--- src/rtl/spmi_mbox_pkg.sv ---
package spmi_mbox_pkg;
  localparam int unsigned WORD_W = 32;
  localparam int unsigned OFS_W  = 6;

  typedef enum logic [2:0] {
    ST_IDLE = 3'd0,
    ST_REQ  = 3'd1,
    ST_WAIT = 3'd2,
    ST_VCLR = 3'd6
  } mbox_state_e;

  localparam logic [OFS_W-1:0] OFS_CMD   = 6'h00;
  localparam logic [OFS_W-1:0] OFS_WDATA = 6'h04;
  localparam logic [OFS_W-1:0] OFS_RDATA = 6'h14;
  localparam logic [OFS_W-1:0] OFS_VCLR  = 6'h24;
  localparam logic [OFS_W-1:0] OFS_STAT  = 6'h28;

  localparam int unsigned CMD_WR_BIT  = 29;
  localparam int unsigned CMD_LEN_LSB = 16;

  // keep bytes 0..len, zero the rest
  function automatic logic [WORD_W-1:0] keep_bytes(input logic [WORD_W-1:0] d,
                                                   input logic [1:0] len);
    logic [WORD_W-1:0] r;
    r = '0;
    for (int b = 0; b < WORD_W/8; b++)
      if (b <= int'(len)) r[b*8 +: 8] = d[b*8 +: 8];
    return r;
  endfunction
endpackage

--- src/rtl/spmi_mbox_chan.sv ---
module spmi_mbox_chan
  import spmi_mbox_pkg::*;
(
  input  logic              clk,
  input  logic              rst_n,
  input  logic              wr_cmd,
  input  logic              wr_wdata,
  input  logic              wr_vclr,
  input  logic [WORD_W-1:0] wr_val,
  input  logic              grant,
  input  logic              rsp_hit,
  input  logic [WORD_W-1:0] rsp_data,
  output logic              req,
  output logic [2:0]        state_o,
  output logic              err_o,
  output logic [WORD_W-1:0] cmd_o,
  output logic [WORD_W-1:0] wd_o,
  output logic [WORD_W-1:0] rd_o
);
  mbox_state_e       state;
  logic              err_q;
  logic [WORD_W-1:0] cmd_q, wd_q, rd_q;
  logic              clr_req;

  assign clr_req = wr_vclr && wr_val[0];

  always_ff @(posedge clk or negedge rst_n) begin
    if (!rst_n) begin
      state <= ST_IDLE;
      err_q <= 1'b0;
      cmd_q <= '0;
      wd_q  <= '0;
      rd_q  <= '0;
    end else begin
      case (state)
        ST_IDLE: if (wr_cmd) begin
          cmd_q <= wr_val;
          state <= ST_REQ;
        end
        ST_REQ:  if (grant) state <= cmd_q[CMD_WR_BIT] ? ST_IDLE : ST_WAIT;
        ST_WAIT: if (rsp_hit) begin
          rd_q  <= keep_bytes(rsp_data, cmd_q[CMD_LEN_LSB +: 2]);
          state <= ST_VCLR;
        end
        ST_VCLR: if (clr_req) state <= ST_IDLE;
        default: state <= ST_IDLE;
      endcase
      if (wr_wdata && state == ST_IDLE) wd_q <= wr_val;
      if (clr_req) err_q <= 1'b0;
      else if (wr_cmd && state != ST_IDLE) err_q <= 1'b1;
    end
  end

  assign req     = (state == ST_REQ);
  assign state_o = state;
  assign err_o   = err_q;
  assign cmd_o   = cmd_q;
  assign wd_o    = wd_q;
  assign rd_o    = rd_q;
endmodule

--- src/rtl/spmi_mbox_arb.sv ---
module spmi_mbox_arb #(
  parameter int unsigned NUM_CHAN = 3,
  localparam int unsigned IDX_W = (NUM_CHAN > 1) ? $clog2(NUM_CHAN) : 1
) (
  input  logic                clk,
  input  logic                rst_n,
  input  logic [NUM_CHAN-1:0] req,
  input  logic                write_sel,
  input  logic                req_ready,
  input  logic                rsp_valid,
  output logic [IDX_W-1:0]    sel_o,
  output logic                issue_o,
  output logic [NUM_CHAN-1:0] grant,
  output logic [NUM_CHAN-1:0] rsp_hit
);
  typedef enum logic [1:0] {A_FREE, A_ISSUE, A_RESP} arb_phase_e;
  arb_phase_e       phase;
  logic [IDX_W-1:0] sel_q, pick;

  always_comb begin
    pick = '0;
    for (int i = NUM_CHAN-1; i >= 0; i--)
      if (req[i]) pick = IDX_W'(i);
  end

  always_ff @(posedge clk or negedge rst_n) begin
    if (!rst_n) begin
      phase <= A_FREE;
      sel_q <= '0;
    end else begin
      case (phase)
        A_FREE:  if (|req) begin
          sel_q <= pick;
          phase <= A_ISSUE;
        end
        A_ISSUE: if (req_ready) phase <= write_sel ? A_FREE : A_RESP;
        A_RESP:  if (rsp_valid) phase <= A_FREE;
        default: phase <= A_FREE;
      endcase
    end
  end

  assign issue_o = (phase == A_ISSUE);
  assign sel_o   = sel_q;

  for (genvar g = 0; g < NUM_CHAN; g++) begin : g_route
    assign grant[g]   = issue_o && req_ready && (sel_q == IDX_W'(g));
    assign rsp_hit[g] = (phase == A_RESP) && rsp_valid && (sel_q == IDX_W'(g));
  end
endmodule

--- src/rtl/spmi_mbox.sv ---
module spmi_mbox
  import spmi_mbox_pkg::*;
#(
  parameter int unsigned NUM_CHAN = 3,
  localparam int unsigned IDX_W  = (NUM_CHAN > 1) ? $clog2(NUM_CHAN) : 1,
  localparam int unsigned ADDR_W = IDX_W + OFS_W
) (
  input  logic              clk,
  input  logic              rst_n,
  input  logic              bus_wr_en,
  input  logic [ADDR_W-1:0] bus_addr,
  input  logic [WORD_W-1:0] bus_wdata,
  output logic [WORD_W-1:0] bus_rdata,
  output logic              req_valid,
  input  logic              req_ready,
  output logic [WORD_W-1:0] req_cmd,
  output logic [WORD_W-1:0] req_wdata,
  input  logic              rsp_valid,
  input  logic [WORD_W-1:0] rsp_rdata
);
  logic [IDX_W-1:0]            bus_idx;
  logic [OFS_W-1:0]            bus_ofs;
  logic [NUM_CHAN-1:0]         ch_req, ch_grant, ch_rsp, ch_err;
  logic [NUM_CHAN-1:0][2:0]    chan_st;
  logic [WORD_W-1:0]           cmd_a [NUM_CHAN];
  logic [WORD_W-1:0]           wd_a  [NUM_CHAN];
  logic [WORD_W-1:0]           rd_a  [NUM_CHAN];
  logic [IDX_W-1:0]            sel;
  logic [WORD_W-1:0]           sel_cmd, sel_wd;

  assign bus_idx = bus_addr[ADDR_W-1:OFS_W];
  assign bus_ofs = bus_addr[OFS_W-1:0];

  for (genvar g = 0; g < NUM_CHAN; g++) begin : g_chan
    logic hit;
    assign hit = bus_wr_en && (bus_idx == IDX_W'(g));
    spmi_mbox_chan u_chan (
      .clk      (clk),
      .rst_n    (rst_n),
      .wr_cmd   (hit && bus_ofs == OFS_CMD),
      .wr_wdata (hit && bus_ofs == OFS_WDATA),
      .wr_vclr  (hit && bus_ofs == OFS_VCLR),
      .wr_val   (bus_wdata),
      .grant    (ch_grant[g]),
      .rsp_hit  (ch_rsp[g]),
      .rsp_data (rsp_rdata),
      .req      (ch_req[g]),
      .state_o  (chan_st[g]),
      .err_o    (ch_err[g]),
      .cmd_o    (cmd_a[g]),
      .wd_o     (wd_a[g]),
      .rd_o     (rd_a[g])
    );
  end

  spmi_mbox_arb #(.NUM_CHAN(NUM_CHAN)) u_arb (
    .clk       (clk),
    .rst_n     (rst_n),
    .req       (ch_req),
    .write_sel (sel_cmd[CMD_WR_BIT]),
    .req_ready (req_ready),
    .rsp_valid (rsp_valid),
    .sel_o     (sel),
    .issue_o   (req_valid),
    .grant     (ch_grant),
    .rsp_hit   (ch_rsp)
  );

  always_comb begin
    sel_cmd = '0;
    sel_wd  = '0;
    for (int i = 0; i < NUM_CHAN; i++)
      if (sel == IDX_W'(i)) begin
        sel_cmd = cmd_a[i];
        sel_wd  = wd_a[i];
      end
  end

  assign req_cmd   = sel_cmd;
  assign req_wdata = keep_bytes(sel_wd, sel_cmd[CMD_LEN_LSB +: 2]);

  always_comb begin
    bus_rdata = '0;
    for (int i = 0; i < NUM_CHAN; i++)
      if (bus_idx == IDX_W'(i)) begin
        case (bus_ofs)
          OFS_CMD:   bus_rdata = cmd_a[i];
          OFS_WDATA: bus_rdata = wd_a[i];
          OFS_RDATA: bus_rdata = rd_a[i];
          OFS_STAT:  bus_rdata = {28'd0, chan_st[i], ch_err[i]};
          default:   bus_rdata = '0;
        endcase
      end
  end
endmodule

--- config.mk ---
export PLATFORM = sky130hd
export DESIGN_NAME = spmi_mbox
export DESIGN_NICKNAME = d
export VERILOG_FILES = /design/src/rtl/spmi_mbox_pkg.sv /design/src/rtl/spmi_mbox_chan.sv /design/src/rtl/spmi_mbox_arb.sv /design/src/rtl/spmi_mbox.sv
export SDC_FILE = /design/constraint.sdc
export NUM_CORES = 1
export LEC_CHECK = 0
export ABC_AREA = 1
export BUFFER_PORTS_ARGS = -buffer_cell sky130_fd_sc_hd__buf_2
export CAP_MARGIN = 25
export CORE_UTILIZATION = 45
export DETAILED_ROUTE_END_ITERATION = 10
export REMOVE_ABC_BUFFERS = 1
export SLEW_MARGIN = 20
export SYNTH_ARGS = -nofsm -noshare
export SYNTH_HDL_FRONTEND = slang
export SYNTH_SLANG_ARGS = --single-unit
--- constraint.sdc ---
create_clock -name clk -period 2.3 [get_ports clk]
set_input_delay 0.345 -clock clk [delete_from_list [all_inputs] [get_ports clk]]
set_output_delay 0.345 -clock clk [all_outputs]
set_load 0.02 [all_outputs]
==> results.py <==
metrics = {
    "logic_synthesis": {
        "synth_top_area_cell": "dfrtp_1",
        "syn_avg_cell_area_sq_um": 7.67,
        "ys_async_sr_fraction_pct": 100,
        "ys_types": 31,
        "ys_seq_area_share_pct": 47.8,
        "synth_area_sq_um": 15900,
        "yosys_register_bits": 304,
        "synth_area_leaders": "dfrtp_1 (48%), nand2_1 (14%), nand3_1 (9.8%)",
        "synth_edf_count": 0,
        "yosysWarnings": 0,
        "ys.flop_type": "dfrtp_1",
        "yosysTopAreaCellShare_pct": 47.8,
        "synthCells": 2076,
    },
    "sta": {
        "worst_pin_slew_ns": 0.610,
        "finalSetupTns_ns": -1.09,
        "final_max_slew_viol_count": 0,
        "fin_crit_ns": 2.40,
        "rsz0062_at_grt": "true",
        "finalCritPeriodShare_pct": 104,
        "finClkSkew_ns": 0.0183,
        "setup_ws_ns": -0.0970,
        "hold_violations": 0,
        "setup_viol": 21,
        "relSlewSlack_pct": 59.3,
        "fmax_mhz": 417,
    },
    "placement": {
        "pre_cts_slack_ns": 0.132,
        "port_buffers": 173,
        "hpwl_um": 34900,
        "place.gp.congestion": 0.866,
    },
    "route": {
        "routed_via_density": 5.67,
        "drtIter0Drc": 1420,
        "drt_drc_violations_left": 0,
        "ant_nets": 0,
        "vias": 15400,
        "wl_um": 56600,
        "wl_per_cell_um": 20.8,
        "dr.pass1.iters": 6,
    },
    "worst_setup_path": {
        "reg2reg_from": "u_arb.sel_o[0]",
        "rr_endpoint": "g_chan[2].u_chan.rd_o[0]",
        "cp_num_buf_inv": 3,
        "cp_common_cell": "buf_6",
        "cp_top_family": "simple AND/OR/NAND/NOR gates",
        "crit_arrival_ns": 2.05,
        "startpoint": "u_arb.sel_o[1]",
        "cp.required_ns": 1.96,
        "cp-start-kind": "flip-flop",
        "reg2reg_depth": 8,
        "reg2reg_slack_ns": 0.33,
        "crit_chain": "inv_2 > nand2_4 > nor2_4 > nor3_4 > nand2_2 > buf_6 > o21a_1 > buf_6",
        "max_stage_delay_ns": 0.44,
        "worstSetupPathType": "reg -> out",
        "path_max_fanout": 5,
        "slowest_stage": "dfrtp_2",
        "end_kind": "primary output",
    },
    "cts": {
        "cts_buffers": 37,
        "cts-root-buf": "clkbuf_16",
        "cts_max_level": 2,
        "clk_latency_ns": 0.53,
        "cts_tree": "done",
        "clkTransAtPathRegs_ns": 0.06,
        "cts.sinks": 304,
        "cts_buffer_depth": 3,
    },
    "floorplanning": {
        "pin_count": 174,
        "die_area_sq_um": 36100,
        "rows": 68,
        "initial_core_util_pct": 45.9,
        "core_sq_um": 34700,
        "dieHeight_um": 190,
        "die_width_um": 190,
    },
    "power_and_ir_drop": {
        "leakage_nw": 9.45,
        "pwr-share-clk_pct": 38.0,
        "p_per_area_nw_per_um2": 766,
        "switching_share_pct": 31.4,
        "p_switching_mw": 4.70,
        "p_int_mw": 10.3,
        "peakVddDrop_uv": 511,
        "seqPwrFrac_pct": 39.8,
        "comb_power_share_pct": 22.2,
    },
    "global_routing": {
        "grt_pass1_vias": 14700,
        "grt_usage_pct": 31.1,
        "antenna_found_initial": 3,
        "grt_max_degree": 73,
        "grt_overflow_total": 0,
        "grt_pass1_wl_um": 85700,
    },
    "min_path": {
        "min_to": "u_arb.phase[1]",
        "holdPathStages": 2,
        "holdCritPathClass": "in -> reg",
        "min_from": "rsp_valid",
    },
    "layout": {
        "finalNetCount": 2308,
        "final_layout_size_suffix_gt1_share_pct": 19.3,
        "syn_to_final_growth_pct": 22.6,
    },
    "run_status": {
        "failed_checks": "setup timing",
        "run_status": "finished, violations left",
    },
    "run": {
        "maxCapViolCount": 0,
    },
}
what timing repair did:
| action | in CTS | in global routing |
|---|---|---|
| setup endpoints to repair | 57 | 55 |
| hold buffers | 1 | 0 |
| endpoints found under the hold margin | 49 | 0 |
| pin swaps | 6 | 14 |
| gates resized for setup | 60 | 99 |
| cloned | 3 | 4 |
| buffers inserted | 7 | 4 |
worst max path at each step:
stage                                     end  slack (ns)  cells after the start
floorplan           g_chan[2].u_chan.cmd_o[0]       -6.10                      5
global placement                bus_rdata[16]        0.18                     11
detailed placement              bus_rdata[24]        0.13                     11
CTS                             req_wdata[10]       -0.05                      7
global route                     req_wdata[8]       -0.15                      8
finish                           req_wdata[8]        -0.1                      8
metal layers:
layer | up-vias | share of wire (%) | wire (um) | global-route usage [%]
li1 | 7223 | - | - | -
met1 | 7359 | 43 | 24600 | 43.9
met2 | 704 | 45 | 25300 | 48.3
met3 | 119 | 8.6 | 4840 | 5.29
met4 | 0 | 3.3 | 1860 | 10.3
met5 | - | 0 | 0 | 0
state kept, by name, indices dropped and copies added (netlist names):
register,cells
u_arb.phase,2
g_chan.u_chan.wd_o,96
g_chan.u_chan.err_o,3
g_chan.u_chan.state_o,9
u_arb.sel_o,2
g_chan.u_chan.cmd_o,96
g_chan.u_chan.rd_o,96
logic make-up (layout without fill, tap and decap cells):
group,count (synthesis),in the layout,synth area share [%]
AO/OA/AOI/OAI,405,405,15.2
buffers and inverters,301,482,8.07
flip-flops,304,304,47.8
other,0,3,0
AND/OR/NAND/NOR,1066,1066,28.9
stage by stage:
step | area, sq um | power, mW | hold WS (ns) | cells | util (%)
floorplan | 15200 | 7.16 | 0.0494 | 1932 | -
finish | 19500 | 15.0 | 0.0572 | 2715 | 56.2
global placement | 17600 | 8.48 | 0.320 | 2631 | 50.6
global route | 19500 | 15.4 | 0.0505 | 2713 | 56.2
detailed placement | 17600 | 8.51 | 0.316 | 2631 | 50.6
CTS | 19100 | 14.6 | 0.0527 | 2706 | 55.0
power by group through the flow:
stage / sequential [mW] / combinational [mW] / clock [mW]
6_report: 5.95 / 3.31 / 5.69
5_1_grt: 5.99 / 3.50 / 5.96
4_1_cts: 5.94 / 2.85 / 5.77
3_5_place_dp: 6.03 / 2.48 / 0
3_3_place_gp: 6.02 / 2.46 / 0
2_1_floorplan: 5.96 / 1.20 / 0
layout make-up:
type,count,area [sq um]
fill,3274,15200
sequential,304,7610
multi-input combinational,1471,7350
timing repair buffer,260,2200
clock buffer,60,1140
inverter,157,607
tap,455,569
clock inverter,5,35.0
antenna,3,7.51
cells in the mapped netlist, types with 10 or more instances:
library cell	n
dfrtp_1	304
buf_6	16
o211ai_1	50
buf_2	19
nor3_1	10
o21ai_0	211
o21ai_1	58
clkbuf_1	93
nand4_1	46
o21a_1	12
nand3_1	311
o21ai_2	44
nor2_1	80
buf_1	13
nand2_1	608
a22o_1	18
inv_1	153
placed cells by master (no fill, tap or decap), types with 5 or more instances in the layout:
cell type	instances
nand2_1	597
nand3_1	306
dfrtp_1	302
o21ai_0	208
inv_1	142
buf_2	136
buf_4	61
nor2_1	59
o21ai_1	58
o211ai_1	50
nand4_1	46
o21ai_2	45
clkbuf_16	42
buf_12	28
buf_6	25
nor2_4	22
a22o_1	17
inv_2	12
clkbuf_1	12
o21a_1	11
clkbuf_8	9
nand2_4	7
a21oi_2	7
nor3_1	7
nand2_2	5
nand3_2	5
Power figures use the tool's default switching activity.
